File: config.mk
export PLATFORM = sky130hd
export DESIGN_NAME = rx_flow_rts
export DESIGN_NICKNAME = d
export VERILOG_FILES = /design/src/rtl/rx_flow_rts_pkg.sv /design/src/rtl/rx_flow_rts_dp.sv /design/src/rtl/rx_flow_rts_ctl.sv /design/src/rtl/rx_flow_rts.sv
export SDC_FILE = /design/constraint.sdc
export NUM_CORES = 1
export LEC_CHECK = 0
export ABC_CLOCK_PERIOD_IN_PS = 1300
export BUFFER_PORTS_ARGS = -buffer_cell sky130_fd_sc_hd__buf_2
export CAP_MARGIN = 10
export CORE_AREA = 5 5 42 44
export CTS_BUF_LIST = sky130_fd_sc_hd__clkbuf_4
export DETAILED_ROUTE_END_ITERATION = 6
export DIE_AREA = 0 0 47 49
export PLACE_DENSITY = 0.56
export SLEW_MARGIN = 10
export SYNTH_ARGS = -nofsm -noshare
export SYNTH_HDL_FRONTEND = slang
export SYNTH_SLANG_ARGS = --single-unit
export TNS_END_PERCENT = 50
File: constraint.sdc
create_clock -name clk -period 1.3 [get_ports clk]
set_clock_uncertainty 0.15 [all_clocks]
set_input_delay 0.26 -clock clk [delete_from_list [all_inputs] [get_ports clk]]
set_output_delay 0.26 -clock clk [all_outputs]
set_load 0.005 [all_outputs]
File: src/rtl/rx_flow_rts_pkg.sv
package rx_flow_rts_pkg;

  // Comparison results produced by the datapath each cycle
  typedef struct packed {
    logic enabled;       // threshold large enough to arm flow delay
    logic atThresh;      // fill has reached the threshold
    logic belowRelease;  // fill is at or under threshold minus hysteresis
  } fillFlags_t;

  // Strobes from control into the datapath registers
  typedef struct packed {
    logic trigNext;  // next value of the trigger register
    logic rtsLoad;   // update the request register this cycle
    logic rtsVal;    // value to load (1 = request granted)
  } rtsStrobes_t;

endpackage

File: src/rtl/rx_flow_rts_dp.sv
module rx_flow_rts_dp
  import rx_flow_rts_pkg::*;
#(
  parameter int LEVEL_W = 7,
  parameter int THR_W   = 6,
  parameter int HYST    = 4,
  parameter int MIN_THR = 4
) (
  input  logic               clk,
  input  logic               rstN,
  input  logic [LEVEL_W-1:0] fifoLevel,
  input  logic [THR_W-1:0]   flowThresh,
  input  rtsStrobes_t        strobes,
  output fillFlags_t         flags,
  output logic               rtsQ,
  output logic               trigQ
);

  localparam int CMP_W = ((LEVEL_W > THR_W) ? LEVEL_W : THR_W) + 2;

  logic [CMP_W-1:0] levelWide;
  logic [CMP_W-1:0] threshWide;

  assign levelWide  = CMP_W'(fifoLevel);
  assign threshWide = CMP_W'(flowThresh);

  always_comb begin
    flags.enabled      = threshWide >= CMP_W'(MIN_THR);
    flags.atThresh     = levelWide >= threshWide;
    flags.belowRelease = (levelWide + CMP_W'(HYST)) <= threshWide;
  end

  always_ff @(posedge clk or negedge rstN) begin
    if (!rstN) begin
      rtsQ  <= 1'b0;
      trigQ <= 1'b0;
    end else begin
      trigQ <= strobes.trigNext;
      if (strobes.rtsLoad) rtsQ <= strobes.rtsVal;
    end
  end

endmodule

File: src/rtl/rx_flow_rts_ctl.sv
module rx_flow_rts_ctl
  import rx_flow_rts_pkg::*;
(
  input  fillFlags_t  flags,
  input  logic        hwFlowEn,
  input  logic        swRtsReq,
  output rtsStrobes_t strobes
);

  logic autoMode;

  assign autoMode = hwFlowEn && flags.enabled;

  always_comb begin
    strobes.trigNext = flags.enabled && flags.atThresh;
    strobes.rtsLoad  = 1'b1;
    strobes.rtsVal   = swRtsReq;
    if (autoMode) begin
      if (flags.atThresh) begin
        strobes.rtsVal = 1'b0;
      end else if (flags.belowRelease) begin
        strobes.rtsVal = 1'b1;
      end else begin
        strobes.rtsLoad = 1'b0;
        strobes.rtsVal  = 1'b0;
      end
    end
  end

endmodule

File: src/rtl/rx_flow_rts.sv
module rx_flow_rts
  import rx_flow_rts_pkg::*;
#(
  parameter int LEVEL_W = 7,
  parameter int THR_W   = 6,
  parameter int HYST    = 4,
  parameter int MIN_THR = 4
) (
  input  logic               clk,
  input  logic               rstN,
  input  logic [LEVEL_W-1:0] fifoLevel,
  input  logic [THR_W-1:0]   flowThresh,
  input  logic               hwFlowEn,
  input  logic               swRtsReq,
  output logic               rtsPinN,
  output logic               flowTrig
);

  fillFlags_t  flags;
  rtsStrobes_t strobes;
  logic        rtsQ;
  logic        trigQ;

  rx_flow_rts_dp #(
    .LEVEL_W(LEVEL_W), .THR_W(THR_W), .HYST(HYST), .MIN_THR(MIN_THR)
  ) uDp (
    .clk(clk), .rstN(rstN), .fifoLevel(fifoLevel), .flowThresh(flowThresh),
    .strobes(strobes), .flags(flags), .rtsQ(rtsQ), .trigQ(trigQ)
  );

  rx_flow_rts_ctl uCtl (
    .flags(flags), .hwFlowEn(hwFlowEn), .swRtsReq(swRtsReq), .strobes(strobes)
  );

  assign rtsPinN  = ~rtsQ;
  assign flowTrig = trigQ;

  AST_TRIG_OFF_DISABLED: assert property (@(posedge clk) disable iff (!rstN)
    !flags.enabled |=> !flowTrig);
  AST_TRIG_ON_FILL: assert property (@(posedge clk) disable iff (!rstN)
    (flags.enabled && flags.atThresh) |=> flowTrig);
  AST_RTS_WITHDRAW: assert property (@(posedge clk) disable iff (!rstN)
    (hwFlowEn && flags.enabled && flags.atThresh) |=> rtsPinN);
  AST_RTS_RELEASE: assert property (@(posedge clk) disable iff (!rstN)
    (hwFlowEn && flags.enabled && flags.belowRelease) |=> !rtsPinN);
  AST_RTS_HOLD: assert property (@(posedge clk) disable iff (!rstN)
    (hwFlowEn && flags.enabled && !flags.atThresh && !flags.belowRelease)
    |=> $stable(rtsPinN));
  AST_RTS_MANUAL: assert property (@(posedge clk) disable iff (!rstN)
    !(hwFlowEn && flags.enabled) |=> (rtsPinN == !$past(swRtsReq)));

endmodule

# Word level (Yosys, flattened, before mapping)

Index checks and enable logic that the tools add are counted.
Widths: inputs -> output; s select.

Register bits: 2
Latch bits: 0
Memory bits (writable): 0
Memory bits (read-only): 0
Input bits: 17
Output and inout bits: 2
Word-level logic and storage cells: 13
Memories: 0

Add/sub/neg operators: 1
Multipliers: 0
Divide/modulo/power cells: 0
Order comparisons: 3
Equality and inequality tests: 0
Shifts and indexed selects: 0
Mux-type cells: 4
Bitwise operators: 1
Reductions and logical operators: 2

Operators with widths:

| cell                | number |
|---|---|
| $le 9x6->1          | 1 |
| $add 7x3->8 const B | 1 |
| $ge 7x6->1          | 1 |
| $ge 6x3->1 const B  | 1 |
| $mux 1              | 3 |
| $logic_and 1x1->1   | 2 |
| $mux 2              | 1 |
| $not 1->1           | 1 |

# Depth between registers and ports, before layout

Word-level depth: 5
Mapped depth: 7
Depth with buffers taken out: 7

# Cells and area by module

From an unflattened synthesis, not the netlist that was laid out.

Cells, all modules: 50
Area total of the unflattened synthesis: 410.4 um^2

By module, submodules not included:

| module          | times used | cells each | area each (um^2) | seq. area each (um^2) |
|---|---|---|---|---|
| rx_flow_rts_dp  | 1          | 44         | 371.6            | 50.0 |
| rx_flow_rts_ctl | 1          | 5          | 35.0             | 0.0 |
| rx_flow_rts     | 1          | 1          | 3.8              | 0.0 |

# Worst setup path before layout

Ideal clock, no wire load.

Path type: input-to-reg
From: input port fifoLevel[2]
To: register uDp.rtsQ
Arrival time: 1.620 ns
Setup slack: -0.609 ns
Stages: 7
Buffers on the path: 0
Cell sequence: ha_1 xor2_1 ha_1 nand2_1 a211o_1 a2111oi_4 o41ai_2

Longest elaborated chain between the ends: 5
Elaborated cells on any way between the ends: 7
Those cells by class: add/sub: 1; order compare: 2; mux: 4

RTL lines:

| element              | line                  | text |
|---|---|---|
| start, declared      | rx_flow_rts.sv:11     | `input logic [LEVEL_W-1:0] fifoLevel,` |
| $add 7x3->8          | rx_flow_rts_dp.sv:30  | `flags.belowRelease = (levelWide + CMP_W'(HYST)) <= threshWide;` |
| $le 9x6->1           | rx_flow_rts_dp.sv:30  |  |
| $mux 1               | rx_flow_rts_ctl.sv:21 | `end else if (flags.belowRelease) begin` |
| $mux 1               | rx_flow_rts_ctl.sv:19 | `if (flags.atThresh) begin` |
| $mux 2 (*)           | rx_flow_rts_ctl.sv:18 | `if (autoMode) begin` |
| end signal, assigned | rx_flow_rts_dp.sv:39  | `if (strobes.rtsLoad) rtsQ <= strobes.rtsVal;` |
| end, declared        | rx_flow_rts_dp.sv:15  | `output logic rtsQ,` |

Mark *: on every way between the ends. The rest lies on a longest branch, timed or not.
A chain may end at the register's enable or synchronous reset.

# Final worst setup path

Same ends and word-level chain as after synthesis.

==> out/results.ini <==
[clock_network]
cts_max_path_buffers = 2
cts.htree.levels = 1
post_cts_buffers = 0
root_buffer = clkbuf_4
cts_sink_cnt = 2
cts_tree = done
clock_insertion_delay_worst_skew_ns = 0.22
path_clk_slew_ns = 0.03
cts_buffers = 3

[route]
ant_nets = 0
vias_after_detailed_routing = 458
routedWlPerCell_um = 10.2
viasPerCell = 4.49
route.final.wire_length_um = 1040
drc = 0
drt_pass1_iterations = 4
dr.first_iter.drc_count = 3

[logic_synthesis]
postSynthNetCount = 77
synth.cell_area_um2 = 433
yosys.area.top_type = ha_1
area_share_of_the_leading_cell_type_in_the_synthesized_netlist_pct = 31.8
synthTopCellsByArea = ha_1, dfrtp_1, inv_1
synth_enable_flop_cells = 0
ys_types = 22
postSynthAreaPerCell_um2 = 8.84
synth_seq_area_share_pct = 11.6
synth-seq-cells = 2
dominantRegCellSynth = dfrtp_1
post-synth-top-count-cell = ha_1
netlist_top_cells_count = ha_1, inv_1, nand2_1, nor2_1
asyncSetResetFlopFracSynth_pct = 100
synth.yosys.warnings = 0
synthesized_instance_count = 49

[final_layout]
multi_input_area_um2 = 367
antenna_cells = 0
num-fill-cells = 134
stdcell_area_um2 = 729
layout.core_utilization_pct = 52.1
area_occupied_by_registers_um2 = 50.0
post_route_cells_drive_above_1_share_pct = 53.5
layout.nets = 116
area_growth_pct = 68.5

[placed_design]
dp.final_hpwl_um = 940
instance_area_after_placement_um2 = 668
port-buffer-count = 18
detailedPlace.worstSlack_ns = -0.760
routabilityCongestion = 0.705

[sta]
final_layout_setup_total_negative_slack_ns = -0.686
postLayoutSetupSlackWorst_ns = -0.436
slew_headroom_pct = 81.0
finalSetupViolations = 2
maxSlewViolCount = 0
achievable-frequency_mhz = 576
timing_worst_slew_pin_value_ns = 0.281
period_needed_ns = 1.74
grt_setup_unrepaired = true
final_count_of_hold_timing_violations = 0
period_share_pct = 134

[job]
maxCapViolCount = 0

[die]
die_x_um = 47
rows = 14
floorplan.io_pins = 19
fp.coreArea_mm2 = 0.00140
die_h_um = 49
die_area_mm2 = 0.00230
initial_cell_density_of_the_core_pct = 30.9

[pwr]
cellInternalPower_uw = 300
switching_share_pct = 31.5
clkPwrFrac_pct = 31.1
p_leak_uw = 0.000392
power_density_over_the_cells_mw_per_mm2 = 601
seqPwrFrac_pct = 16.8
total_power_uw = 439
comb_power_share_pct = 52.1
max-vdd-ir-drop_mv = 0.408
netsw_uw = 138

[global_routing]
globalRouteOverflowTotal = 0
number_of_antenna_violations_at_the_first_check_in_global_routing = 0
globalRouteTotalUtil_pct = 10.3
grt_pass1_wl_um = 1760
via_count_of_the_first_global_routing_pass = 464
grt_start_max_net_pins = 5

[setup_path]
timing.critical_path.required_ns = 1.25
critPathLaunchType = input port
critical_path.endpoint = uDp.rtsQ$_DFFE_PN0P_
critical_path_sink_type = register
reg2reg_depth = 4
crit-reg2reg-capture = uDp.rtsQ$_DFFE_PN0P_
worst-endpoint-arrival_ns = 1.68
timing.critical_path.from = fifoLevel[2]
critical-path-slowest-cell = a2111oi_4
timing_worst_setup_path_type = in -> reg
crit-reg2reg-launch = uDp.rtsQ$_DFFE_PN0P_
slowest_delay_ns = 0.30
r2r_setup_slack_ns = 0.12
cp_max_fo = 3
critical_path.cell_chain = buf_8 -> ha_4 -> xor2_1 -> ha_1 -> nand2_1 -> a211o_1 -> a2111oi_4 -> o41ai_2

[run_status]
failing_checks = setup timing
run_status = finished, violations left

[min_path]
min_path_type = in -> reg

-- logic make-up after synthesis --
| kind of cell | count (synthesis) | share of synthesized area (%) |
|---|---|---|
| flops | 2 | 11.6 |
| simple gates | 13 | 15.3 |
| compound gates | 11 | 28.6 |
| buf+inv | 10 | 8.67 |
| fa+ha+maj | 11 | 31.8 |
| xor+xnor | 2 | 4.05 |
-- sequential cells by signal, indices dropped and copies added, names as in the netlist --
register	cells
uDp.trigQ	1
uDp.rtsQ	1
-- power by group through the flow --
stage	clock [uW]	combinational, uW	sequential [uW]
after global routing	157	259	75.0
final	136	228	73.8
after CTS	145	229	73.6
after detailed placement	0	218	73.8
after global placement	0	215	73.6
after floorplan	0	115	74.0
-- per-layer routing --
metal / part of all wire, % / GRT usage [%] / wire (um)
met3: 4.3 / 3.32 / 45
met1: 42 / 12.5 / 437
met2: 53 / 16.3 / 553
met5: 0 / 0 / 0
met4: 0 / 4.15 / 0
-- per-stage QoR --
step	hold slack, ns	std cells
after global placement	-0.102	98
after floorplan	-0.186	49
final	0.0959	102
after detailed placement	-0.0974	98
after global routing	0.0896	102
after CTS	0.0900	102
-- area by class of cell --
cell class,instances,area share (%)
sequential,2,6.86
timing repair buffer,34,31.9
tap,16,2.74
clock buffer,3,3.09
inverter,10,5.15
multi-input combinational,37,50.3
-- worst max-delay path, delay by kind of cell --
| kind | cells | cell delay (ns) |
|---|---|---|
| AND/OR/NAND/NOR | 1 | 0.08 |
| buffers and inverters | 1 | 0.10 |
| XOR/XNOR | 1 | 0.14 |
| adder cells (fa/ha/maj) | 2 | 0.44 |
| AO/OA/AOI/OAI | 3 | 0.65 |
-- what timing repair did --
| item | CTS | global route |
|---|---|---|
| hold buffers | 1 | 0 |
| resized for setup | 6 | 3 |
| setup endpoints to repair | 2 | 3 |
| hold endpoints to repair | 2 | 0 |
| pin swaps | 1 | 0 |
-- how the worst min path moves through the flow --
stage,from,to,slack [ns],depth (start not counted)
6_report,swRtsReq,uDp.rtsQ$_DFFE_PN0P_,0.1,3
3_3_place_gp,rstN,uDp.trigQ$_DFF_PN0_,-0.10,1
2_1_floorplan,rstN,uDp.rtsQ$_DFFE_PN0P_,-0.19,0
3_5_place_dp,rstN,uDp.trigQ$_DFF_PN0_,-0.1,1
4_1_cts,swRtsReq,uDp.rtsQ$_DFFE_PN0P_,0.09,3
5_1_grt,swRtsReq,uDp.rtsQ$_DFFE_PN0P_,0.09,3
-- cells in the final DEF (no fill, tap or decap) --
| cell | Yosys | routed |
|---|---|---|
| a2111oi_4 | 1 | 1 |
| a211o_1 | 1 | 1 |
| a211oi_2 | 1 | 1 |
| a21o_1 | 1 | 1 |
| a21oi_1 | 1 | 1 |
| a221oi_2 | 1 | 1 |
| buf_2 | 0 | 16 |
| buf_4 | 0 | 15 |
| buf_8 | 0 | 2 |
| clkbuf_4 | 0 | 3 |
| dfrtp_1 | 2 | 2 |
| dlygate4sd3_1 | 0 | 1 |
| ha_1 | 11 | 10 |
| ha_4 | 0 | 1 |
| inv_1 | 10 | 9 |
| inv_2 | 0 | 1 |
| nand2_1 | 3 | 3 |
| nand2b_1 | 2 | 2 |
| nand3_1 | 2 | 1 |
| nand3_2 | 0 | 1 |
| nand4_1 | 2 | 2 |
| nor2_1 | 3 | 3 |
| nor2b_2 | 1 | 1 |
| o21ai_0 | 1 | 1 |
| o21ai_2 | 0 | 1 |
| o41a_2 | 1 | 1 |
| o41ai_1 | 1 | 1 |
| o41ai_2 | 1 | 1 |
| xnor2_1 | 1 | 1 |
| xor2_1 | 1 | 1 |
No activity file was read; power rests on OpenSTA's default activity.
